File: config.mk
export PLATFORM = sky130hd
export DESIGN_NAME = copy_seq
export DESIGN_NICKNAME = d
export VERILOG_FILES = /design/src/rtl/cps_pkg.sv /design/src/rtl/cps_planner.sv /design/src/rtl/cps_cursor.sv /design/src/rtl/cps_lanebuf.sv /design/src/rtl/copy_seq.sv
export SDC_FILE = /design/constraint.sdc
export NUM_CORES = 1
export LEC_CHECK = 0
export BUFFER_PORTS_ARGS = -buffer_cell sky130_fd_sc_hd__clkbuf_2
export CORE_ASPECT_RATIO = 0.5
export CORE_UTILIZATION = 50
export DETAILED_ROUTE_END_ITERATION = 8
export GPL_TIMING_DRIVEN = 0
export PLACE_DENSITY = 0.89
export SLEW_MARGIN = 30
export SYNTH_ARGS = -nofsm -noshare
export SYNTH_HDL_FRONTEND = slang
export SYNTH_HIERARCHICAL = 1
export SYNTH_SLANG_ARGS = --single-unit
export TNS_END_PERCENT = 1
File: constraint.sdc
create_clock -name clk -period 8.43 [get_ports clk]
set_clock_uncertainty 0.05 [all_clocks]
set_input_delay 0 -clock clk [delete_from_list [all_inputs] [get_ports clk]]
set_output_delay 0 -clock clk [all_outputs]
set_load 0.005 [all_outputs]
File: src/rtl/cps_pkg.sv
package cps_pkg;
  typedef enum logic [2:0] {
    ST_IDLE   = 3'd0,
    ST_FPRE   = 3'd1,
    ST_GATHER = 3'd2,
    ST_ACCESS = 3'd3,
    ST_EMIT   = 3'd4,
    ST_FPOST  = 3'd5,
    ST_FINISH = 3'd6
  } seq_state_t;
endpackage

File: src/rtl/cps_planner.sv
module cps_planner #(
  parameter int AW = 16,
  parameter int CW = 16
) (
  input  logic [AW-1:0] cur_off,
  input  logic [CW-1:0] remain,
  output logic          wide,
  output logic [1:0]    step
);
  localparam logic [CW-1:0] TWO = CW'(2);

  always_comb begin
    wide = (cur_off[0] == 1'b0) && (remain >= TWO);
    step = wide ? 2'd2 : 2'd1;
  end
endmodule

File: src/rtl/cps_cursor.sv
module cps_cursor #(
  parameter int AW = 16,
  parameter int CW = 16
) (
  input  logic          clk,
  input  logic          rst,
  input  logic          load,
  input  logic [AW-1:0] load_off,
  input  logic [CW-1:0] load_cnt,
  input  logic          adv,
  input  logic [1:0]    step,
  output logic [AW-1:0] cur_off,
  output logic [CW-1:0] remain,
  output logic          last
);
  always_ff @(posedge clk) begin
    if (rst) begin
      cur_off <= '0;
      remain  <= '0;
    end else if (load) begin
      cur_off <= load_off;
      remain  <= load_cnt;
    end else if (adv) begin
      cur_off <= cur_off + AW'(step);
      remain  <= remain - CW'(step);
    end
  end

  assign last = (remain == CW'(step));
endmodule

File: src/rtl/cps_lanebuf.sv
module cps_lanebuf #(
  parameter int LANES = 2
) (
  input  logic                 clk,
  input  logic                 rst,
  input  logic                 put_en,
  input  logic [$clog2(LANES)-1:0] put_lane,
  input  logic [7:0]           put_byte,
  input  logic                 word_en,
  input  logic [LANES*8-1:0]   word_in,
  input  logic [$clog2(LANES)-1:0] get_lane,
  output logic [LANES*8-1:0]   word_q,
  output logic [7:0]           get_byte
);
  logic [7:0] lane_q [LANES];

  for (genvar g = 0; g < LANES; g++) begin : g_lane
    always_ff @(posedge clk) begin
      if (rst) lane_q[g] <= '0;
      else if (word_en) lane_q[g] <= word_in[g*8 +: 8];
      else if (put_en && (put_lane == g)) lane_q[g] <= put_byte;
    end
    assign word_q[g*8 +: 8] = lane_q[g];
  end

  assign get_byte = lane_q[get_lane];
endmodule

File: src/rtl/copy_seq.sv
module copy_seq
  import cps_pkg::*;
#(
  parameter int AW = 16,
  parameter int CW = 16
) (
  input  logic          clk,
  input  logic          rst,
  input  logic          start,
  input  logic          to_mem,
  input  logic [AW-1:0] start_off,
  input  logic [CW-1:0] byte_cnt,
  output logic          busy,
  output logic          done,
  output logic          fence_req,
  output logic          fence_to_mem,
  output logic [AW-1:0] fence_off,
  output logic [CW-1:0] fence_len,
  input  logic          fence_ack,
  output logic          mem_req,
  output logic          mem_we,
  output logic          mem_wide,
  output logic [AW-1:0] mem_addr,
  output logic [15:0]   mem_wdata,
  input  logic [15:0]   mem_rdata,
  input  logic          mem_ack,
  input  logic          in_valid,
  input  logic [7:0]    in_data,
  output logic          in_ready,
  output logic          out_valid,
  output logic [7:0]    out_data,
  input  logic          out_ready
);
  seq_state_t state_q, state_d;
  logic          dir_q;
  logic [AW-1:0] orig_off_q;
  logic [CW-1:0] orig_len_q;
  logic          idx_q, idx_d;

  logic          accept, cur_load, cur_adv, last_acc, wide;
  logic [1:0]    step;
  logic [AW-1:0] cur_off;
  logic [CW-1:0] remain;
  logic          byte_last;
  logic          put_en, word_en;
  logic [15:0]   word_q;
  logic [7:0]    get_byte;

  assign accept   = (state_q == ST_IDLE) && start;
  assign cur_load = accept;

  cps_cursor #(.AW(AW), .CW(CW)) u_cur (
    .clk(clk), .rst(rst), .load(cur_load), .load_off(start_off),
    .load_cnt(byte_cnt), .adv(cur_adv), .step(step),
    .cur_off(cur_off), .remain(remain), .last(last_acc)
  );

  cps_planner #(.AW(AW), .CW(CW)) u_plan (
    .cur_off(cur_off), .remain(remain), .wide(wide), .step(step)
  );

  cps_lanebuf #(.LANES(2)) u_buf (
    .clk(clk), .rst(rst), .put_en(put_en), .put_lane(idx_q),
    .put_byte(in_data), .word_en(word_en), .word_in(mem_rdata),
    .get_lane(idx_q), .word_q(word_q), .get_byte(get_byte)
  );

  // last byte of the current access: lane 1 for a word, lane 0 for a byte
  assign byte_last = wide ? idx_q : 1'b1;

  always_comb begin
    state_d = state_q;
    idx_d   = idx_q;
    cur_adv = 1'b0;
    put_en  = 1'b0;
    word_en = 1'b0;
    unique case (state_q)
      ST_IDLE: begin
        idx_d = 1'b0;
        if (start) begin
          if (byte_cnt == '0) state_d = ST_FINISH;
          else if (to_mem)    state_d = ST_GATHER;
          else                state_d = ST_FPRE;
        end
      end
      ST_FPRE: if (fence_ack) state_d = ST_ACCESS;
      ST_GATHER: begin
        if (in_valid) begin
          put_en = 1'b1;
          if (byte_last) begin
            idx_d   = 1'b0;
            state_d = ST_ACCESS;
          end else begin
            idx_d = 1'b1;
          end
        end
      end
      ST_ACCESS: begin
        if (mem_ack) begin
          if (dir_q) begin
            cur_adv = 1'b1;
            state_d = last_acc ? ST_FPOST : ST_GATHER;
          end else begin
            word_en = 1'b1;
            idx_d   = 1'b0;
            state_d = ST_EMIT;
          end
        end
      end
      ST_EMIT: begin
        if (out_ready) begin
          if (byte_last) begin
            cur_adv = 1'b1;
            idx_d   = 1'b0;
            state_d = last_acc ? ST_FINISH : ST_ACCESS;
          end else begin
            idx_d = 1'b1;
          end
        end
      end
      ST_FPOST:  if (fence_ack) state_d = ST_FINISH;
      ST_FINISH: state_d = ST_IDLE;
      default:   state_d = ST_IDLE;
    endcase
  end

  always_ff @(posedge clk) begin
    if (rst) begin
      state_q    <= ST_IDLE;
      idx_q      <= 1'b0;
      dir_q      <= 1'b0;
      orig_off_q <= '0;
      orig_len_q <= '0;
    end else begin
      state_q <= state_d;
      idx_q   <= idx_d;
      if (accept) begin
        dir_q      <= to_mem;
        orig_off_q <= start_off;
        orig_len_q <= byte_cnt;
      end
    end
  end

  assign busy         = (state_q != ST_IDLE);
  assign done         = (state_q == ST_FINISH);
  assign fence_req    = (state_q == ST_FPRE) || (state_q == ST_FPOST);
  assign fence_to_mem = dir_q;
  assign fence_off    = orig_off_q;
  assign fence_len    = orig_len_q;
  assign mem_req      = (state_q == ST_ACCESS);
  assign mem_we       = dir_q;
  assign mem_wide     = wide;
  assign mem_addr     = cur_off;
  assign mem_wdata    = word_q;
  assign in_ready     = (state_q == ST_GATHER);
  assign out_valid    = (state_q == ST_EMIT);
  assign out_data     = get_byte;

  // ---------------- assertions ----------------
  assert_wide_even_R2: assert property (@(posedge clk) disable iff (rst)
    (mem_req && mem_wide) |-> (mem_addr[0] == 1'b0));

  assert_hold_req_R8: assert property (@(posedge clk) disable iff (rst)
    (mem_req && !mem_ack) |=> (mem_req && $stable(mem_addr) && $stable(mem_wide) && $stable(mem_we)));

  assert_rd_fence_first_R5: assert property (@(posedge clk) disable iff (rst)
    (fence_req && !fence_to_mem) |-> (remain == fence_len));

  assert_wr_fence_last_R6: assert property (@(posedge clk) disable iff (rst)
    (fence_req && fence_to_mem) |-> (remain == '0));

  assert_no_overlap_R5: assert property (@(posedge clk) disable iff (rst)
    !(fence_req && mem_req));

  assert_empty_done_R7: assert property (@(posedge clk) disable iff (rst)
    (!busy && start && byte_cnt == '0) |=> (done && !mem_req && !fence_req));

  assert_one_dir_R9: assert property (@(posedge clk) disable iff (rst)
    !(in_ready && out_valid));

  assert_done_pulse_R6: assert property (@(posedge clk) disable iff (rst)
    done |=> !done);
endmodule

==> metrics.md, run 1 <==
| Metric | Value |
|---|---|
| Synth Area in XOR/XNOR | 0.0339 |
| Hold WC Path Type | in2reg |
| Area growth, synth to finish | 37.7% |
| Slew Limit Headroom | 0.461 |
| # Max-Cap Violations | 0 |
| Worst-case clock buffer depth | 2 |
| Peak supply drop | between 0.1 and 0.15 mV |
| Root Buffer | clkbuf_16 |
| Drt drc | 0 |
| Avg WL per Cell | 18.0 µm |
| Fin crit share | 0.411 |
| TritonCTS Buffers | 9 |
| Post-synthesis compound-gate area fraction | 0.174 |
| DR vias/cell | approximately 6.0 |
| WP data arrival | 3.67 ns |
| GR Util met2 | 0.580 |
| Layout cells sized above 1 | 0.268 |
| Cell with the most instances after synthesis | nand2_1 |
| Synth cell types | about 60 |
| Detailed router's first-iteration violation count | about 500 |
| Final Instance Count excl. Fillers | 842 |
| Synthesized area | about 4400 µm² |
| H-tree depth | 3 |
| Area share of and/or/nand/nor cells after synthesis | 0.268 |
| Final Hold Fails | 0 |
| Critical path type | reg2reg |
| Setup Buffers After CTS | 0 |
| Yosys reg bits | 85 |
| Worst EP required | 8.64 ns |
| Synth area leader | dfxtp_1 |
| DIE WIDTH | 135 µm |
| Mux share of post-synthesis cell area | 0.0228 |
| Row count | 23 |
| Seq/Total Area, Yosys | 0.424 |
| Number of synthesized flops with an enable pin | 16 |
| Synthesized area per cell | between 8 and 9 µm² |
| Final WL | 15.2 mm |
| Worst Max-Slew Pin Slew | ~0.8 ns |
| Vias in the first global route | roughly 4800 |
| GRT Total Usage | 0.335 |
| Initial Util | 0.532 |
| Area share of fa/ha/maj cells after synthesis | 0.0205 |
| Crit Path Max Fanout | 7 |
| Top area cells in the synthesized netlist | dfxtp_1, edfxtp_1, nand2_1 |
| First-pass GRT wire length | 23.3 mm |
| Syn_nets | a little under 600 |
| Dpl cells | 776 |
| Most used DFF post-synth | dfxtp_1 |
| Max frequency | 0.288 GHz |
| Gr busiest metal | met2 |
| GPL Wtd Cong | roughly 0.92 |
| Critical path launch point type | flip-flop |
| DR pass1 iterations | 5 |
| Share of the synthesized area in the top cell type | 0.314 |
| Cell Pwr Density | 260 nW/µm² |
| Status | complete, no violations |
| Met1 GRT Util | 0.361 |
| Initial antenna violation count | 0 |
| Unrepaired setup endpoints after global routing | false |
| CTS tree | yes |
| Die ar. | 9190 µm² |
| Most instantiated cells after synthesis | nand2_1, dfxtp_1, a21oi_1 |
| Gr ovfl total | 0 |
| DR vias | 5023 |
| Area after DPL | roughly 5300 µm² |
| Minimum clock period | 3.47 ns |
| Hold-fix buffers, CTS | 50 |
| Num ports | 145 |
| CORE AREA | slightly above 8000 µm² |
| Met3 usage | 0.124 |
| Die height | 68.3 µm |
| Async SR Flop Fraction | 0 |
| Leakage | 2.45 nW |
| Post-cts repair resize count | 0 |
| Sink Count | between 80 and 90 |
| Clock slew at reported path FFs | 0.06 ns |
| YS warnings | 6 |
| Final setup viols | 0 |
| Main combinational cell family by area after synthesis | simple AND/OR/NAND/NOR gates |
| Post-Synthesis Cells | 520 |
| Worst skew pair latency | 0.35 ns |
| Antenna diodes | 0 |
| Final nets | 795 |
| Fin area | 6050 µm² |
| Post-DRT Antenna Nets | 0 |
| Crit end category | flip-flop |
| Largest net degree at the start of global routing | 15 |
| Port Buffers | 144 |
| Pins Over Slew Limit | 0 |
| Detail Placement HPWL | just under 10 mm |
| Fill count | 590 |
| Setup TNS | 0 ns |
[registers in the layout, summed over array words and instances (netlist names)]
signal / count
fence_to_mem: 1
u_buf/lane_q: 16
fence_len: 16
state_q: 3
fence_off: 16
u_cur/remain: 16
idx_q: 1
u_cur/cur_off: 16
[path summary, 6_finish.rpt]
kind | from | end | slack [ns] | depth (start not counted)
worst min-delay path | in_data[5] | u_buf/lane_q[1][5] | 0.01 | 3
worst max-delay path | u_cur/remain[7] | u_cur/remain[11] | 4.96 | 9
worst min register to register | fence_off[2] | fence_off[2] | 0.40 | 2
worst max register to register | u_cur/remain[7] | u_cur/remain[11] | 4.96 | 9
[worst max-delay path: stages, from the launching register on]
cell and delay, ns:
dfxtp_1 0.36, nor4_2 0.37, a41oi_1 0.33, nand2b_1 0.26
nand3_1 0.11, o21ai_1 0.32, nor3b_1 0.44, nand2_1 0.27
or4_2 0.58, a311oi_1 0.27
[cells in the final DEF (no fill, tap or decap), types with 16 or more instances in the layout]
cell,Yosys,final
edfxtp_1,16,16
nor2_1,45,45
a21oi_1,59,59
clkbuf_1,20,21
nand2_1,96,96
dlygate4sd3_1,0,50
dfxtp_1,69,69
a211oi_1,19,19
clkbuf_2,1,145
[power breakdown]
part	internal (W)	switching, W	leakage, nW
sequential	0.000503	0.0000912	0.735
clock	0.000227	0.000169	0.147
combinational	0.000243	0.000338	1.57
[layout make-up]
| cell class | instances | area (µm²) | share of cell area |
|---|---|---|---|
| Multi-Input combinational cell | 382 | 2280 | 0.377 |
| Clock inverter | 3 | 26.3 | 0.00434 |
| Sequential cell | 85 | 1860 | 0.308 |
| Tap cell | 112 | 140 | 0.0232 |
| Inverter | 15 | 56.3 | 0.00931 |
| Clock buffer | 13 | 270 | 0.0447 |
| Timing Repair Buffer | 194 | 1220 | 0.202 |
| Buffer | 38 | 196 | 0.0325 |
[cells by family (layout without fill, tap and decap cells)]
family          Yosys count  after routing
xor+xnor                 17             17
flops                    85             85
mux                       9              9
buf+inv                  53            263
simple gates            231            231
fa+ha+maj                 6              6
compound gates          119            119
[layer usage]
metal	share of wire	wire length, µm
met1	0.38	5810
met2	0.46	7040
met3	0.11	1680
met4	0.041	626
met5	0	0
[metrics by stage]
stage                     setup WS [ns]  total power (W)  utilization  hold slack, ns
final                              4.96          0.00157        0.733          0.0142
after detailed placement           5.06          0.00113        0.636           0.202
after floorplan                    5.65         0.000921            -          0.0331
after CTS                          5.05          0.00154        0.733         0.00190
after global routing               4.75          0.00166        0.733          0.0147
after global placement             5.07          0.00111        0.636           0.191
(Power assumes the default switching activity.)
==> run 2: changes to the inputs <==
==> constraint.sdc (replaced) <==
create_clock -name clk -period 3.2 [get_ports clk]
set_clock_uncertainty 0.05 [all_clocks]
set_input_delay 0 -clock clk [delete_from_list [all_inputs] [get_ports clk]]
set_output_delay 0 -clock clk [all_outputs]
set_load 0.005 [all_outputs]
==> run 2 against run 1 <==
Against the previous run:
- via count up 1.3%
- critical path depth is the same
- routed wire length grew 0.94%
- core utilization increased by 0.50 points
- design area grew 0.68%
- sequential cell count did not move
- total power rose to 2.7 times the previous value
- sequential power grew to 2.7 times the previous value
- non-clock buffer count rose by 1
- worst hold slack about the same
- critical endpoint unchanged
- largest cell class unchanged
==> metrics.md, run 2 (synthesis results as in run 1) <==
| Metric | Value |
|---|---|
| DR vias | approximately 5000 |
| Detail Placement HPWL | 9.66 mm |
| CORE AREA | slightly above 8000 µm² |
| Post-Place Worst Slack | -0.169 ns |
| Status | complete, no violations |
| Row count | 23 |
| Vias in the first global route | 4842 |
| Final Instance Count excl. Fillers | roughly 840 |
| Fin area | 6090 µm² |
| Die ar. | 9190 µm² |
| Largest net degree at the start of global routing | 15 |
| Hold WC Path Type | in2reg |
| DIE WIDTH | 135 µm |
| TritonCTS Buffers | 9 |
| Critical path type | reg2reg |
| Internal | 0.00258 W |
| Initial antenna violation count | 0 |
| Minimum clock period | 3.10 ns |
| Detailed router's first-iteration violation count | 562 |
| Die height | roughly 68 µm |
| Dpl cells | 776 |
| Overall Power | between 0.004 and 0.005 W |
| Avg WL per Cell | 18.1 µm |
| Clock Power Share | 0.250 |
| Layout cells sized above 1 | 0.274 |
| H-tree depth | 3 |
| CTS tree | yes |
| Switching Share | 0.384 |
| Max frequency | between 0.3 and 0.4 GHz |
| Crit Path Max Fanout | 8 |
| Drt drc | 0 |
| Sink Count | between 80 and 90 |
| Antenna diodes | 0 |
| Root Buffer | clkbuf_16 |
| Num ports | approximately 150 |
| Final setup viols | 0 |
| Final WL | 15.3 mm |
| Clock slew at reported path FFs | 0.06 ns |
| Peak supply drop | between 0.3 and 0.4 mV |
| Comb power frac | 0.372 |
| Cell Pwr Density | 687 nW/µm² |
| Area growth, synth to finish | 38.7% |
| PnR worst setup slack | 0.0973 ns |
| GPL Wtd Cong | 0.917 |
| Worst skew pair latency | between 0.3 and 0.4 ns |
| Switch Pwr | 0.00161 W |
| Reg power frac | 0.378 |
| Final nets | 796 |
| Post-DRT Antenna Nets | 0 |
| DR vias/cell | 6.04 |
| Critical path launch point type | flip-flop |
| Initial Util | 0.532 |
| # Max-Cap Violations | 0 |
| Most frequent cells in the layout | clkbuf_2, nand2_1, dfxtp_1 |
| Leakage | 2.47 nW |
| Commonest non-fill, non-tap cell in the layout | clkbuf_2 |
| Worst-case clock buffer depth | 2 |
| Area after DPL | 5250 µm² |
| Pins Over Slew Limit | 0 |
| Slew Limit Headroom | 0.446 |
| WP data arrival | around 3.3 ns |
| Worst Max-Slew Pin Slew | 0.826 ns |
| Final Hold Fails | 0 |
| First-pass GRT wire length | between 20 and 25 mm |
| DR pass1 iterations | 6 |
| Fin crit share | 0.970 |
| Worst EP required | 3.41 ns |
| Gr ovfl total | 0 |
| Port Buffers | 144 |
| Crit end category | flip-flop |
| GRT Total Usage | 0.335 |
-- run 2: final cells by class --
cell class | instances | area, µm²
Sequential cell | 85 | 1860
Clock buffer | 13 | 270
Inverter | 15 | 56.3
Tap cell | 112 | 140
Multi-Input combinational cell | 382 | 2310
Timing Repair Buffer | 195 | 1230
Clock inverter | 3 | 26.3
Fill cell | 583 | 2170
Buffer | 38 | 196
-- run 2: worst paths after layout --
path                                       from                 end  slack, ns  cells after the start
worst min register to register     fence_off[2]        fence_off[2]       0.40                      2
worst max-delay path            u_cur/remain[3]    u_cur/remain[11]        0.1                      9
worst min-delay path                 in_data[0]  u_buf/lane_q[0][0]       0.01                      3
worst max register to register  u_cur/remain[3]    u_cur/remain[11]        0.1                      9
-- run 2: power groups by stage --
| stage | sequential (W) | clock [W] | combinational, W |
|---|---|---|---|
| 2_1_floorplan | 0.00154 | 0 | 0.000889 |
| 3_3_place_gp | 0.00155 | 0 | 0.00136 |
| 3_5_place_dp | 0.00156 | 0 | 0.00140 |
| 4_1_cts | 0.00155 | 0.00104 | 0.00147 |
| 5_1_grt | 0.00161 | 0.00110 | 0.00170 |
| 6_report | 0.00158 | 0.00105 | 0.00156 |
-- run 2: worst max-delay path, stage by stage (launching register included) --
cell      delay (ns)
dfxtp_1         0.41
nor4_4          0.35
a41oi_2         0.24
nand2b_1        0.22
nand3_1         0.12
o21ai_2         0.17
nor3b_2         0.34
nand2_1         0.24
or4_2           0.60
a311oi_1        0.26
-- run 2: per-stage QoR --
step | setup TNS [ns] | hold WS [ns] | utilization
CTS | 0 | 0.00190 | 0.734
detailed placement | -0.239 | 0.202 | 0.636
floorplan | 0 | 0.0331 | -
finish | 0 | 0.0145 | 0.738
global route | -0.0168 | 0.0147 | 0.738
global placement | -0.182 | 0.191 | 0.636
-- run 2: routing by layer --
layer | global-route usage | up-vias | part of all wire
li1 | - | 2286 | -
met1 | 0.361 | 2346 | 0.37
met2 | 0.583 | 365 | 0.46
met3 | 0.123 | 93 | 0.12
met4 | 0.205 | 0 | 0.047
met5 | 0 | - | 0
-- run 2: what timing repair did --
| item | in CTS | in global routing |
|---|---|---|
| endpoints found under the setup margin | 3 | 9 |
| cloned | 0 | 0 |
| hold buffers | 50 | 0 |
| resized for setup | 2 | 3 |
| hold endpoints to repair | 82 | 0 |
| setup buffers | 0 | 1 |
| pin swaps | 0 | 1 |
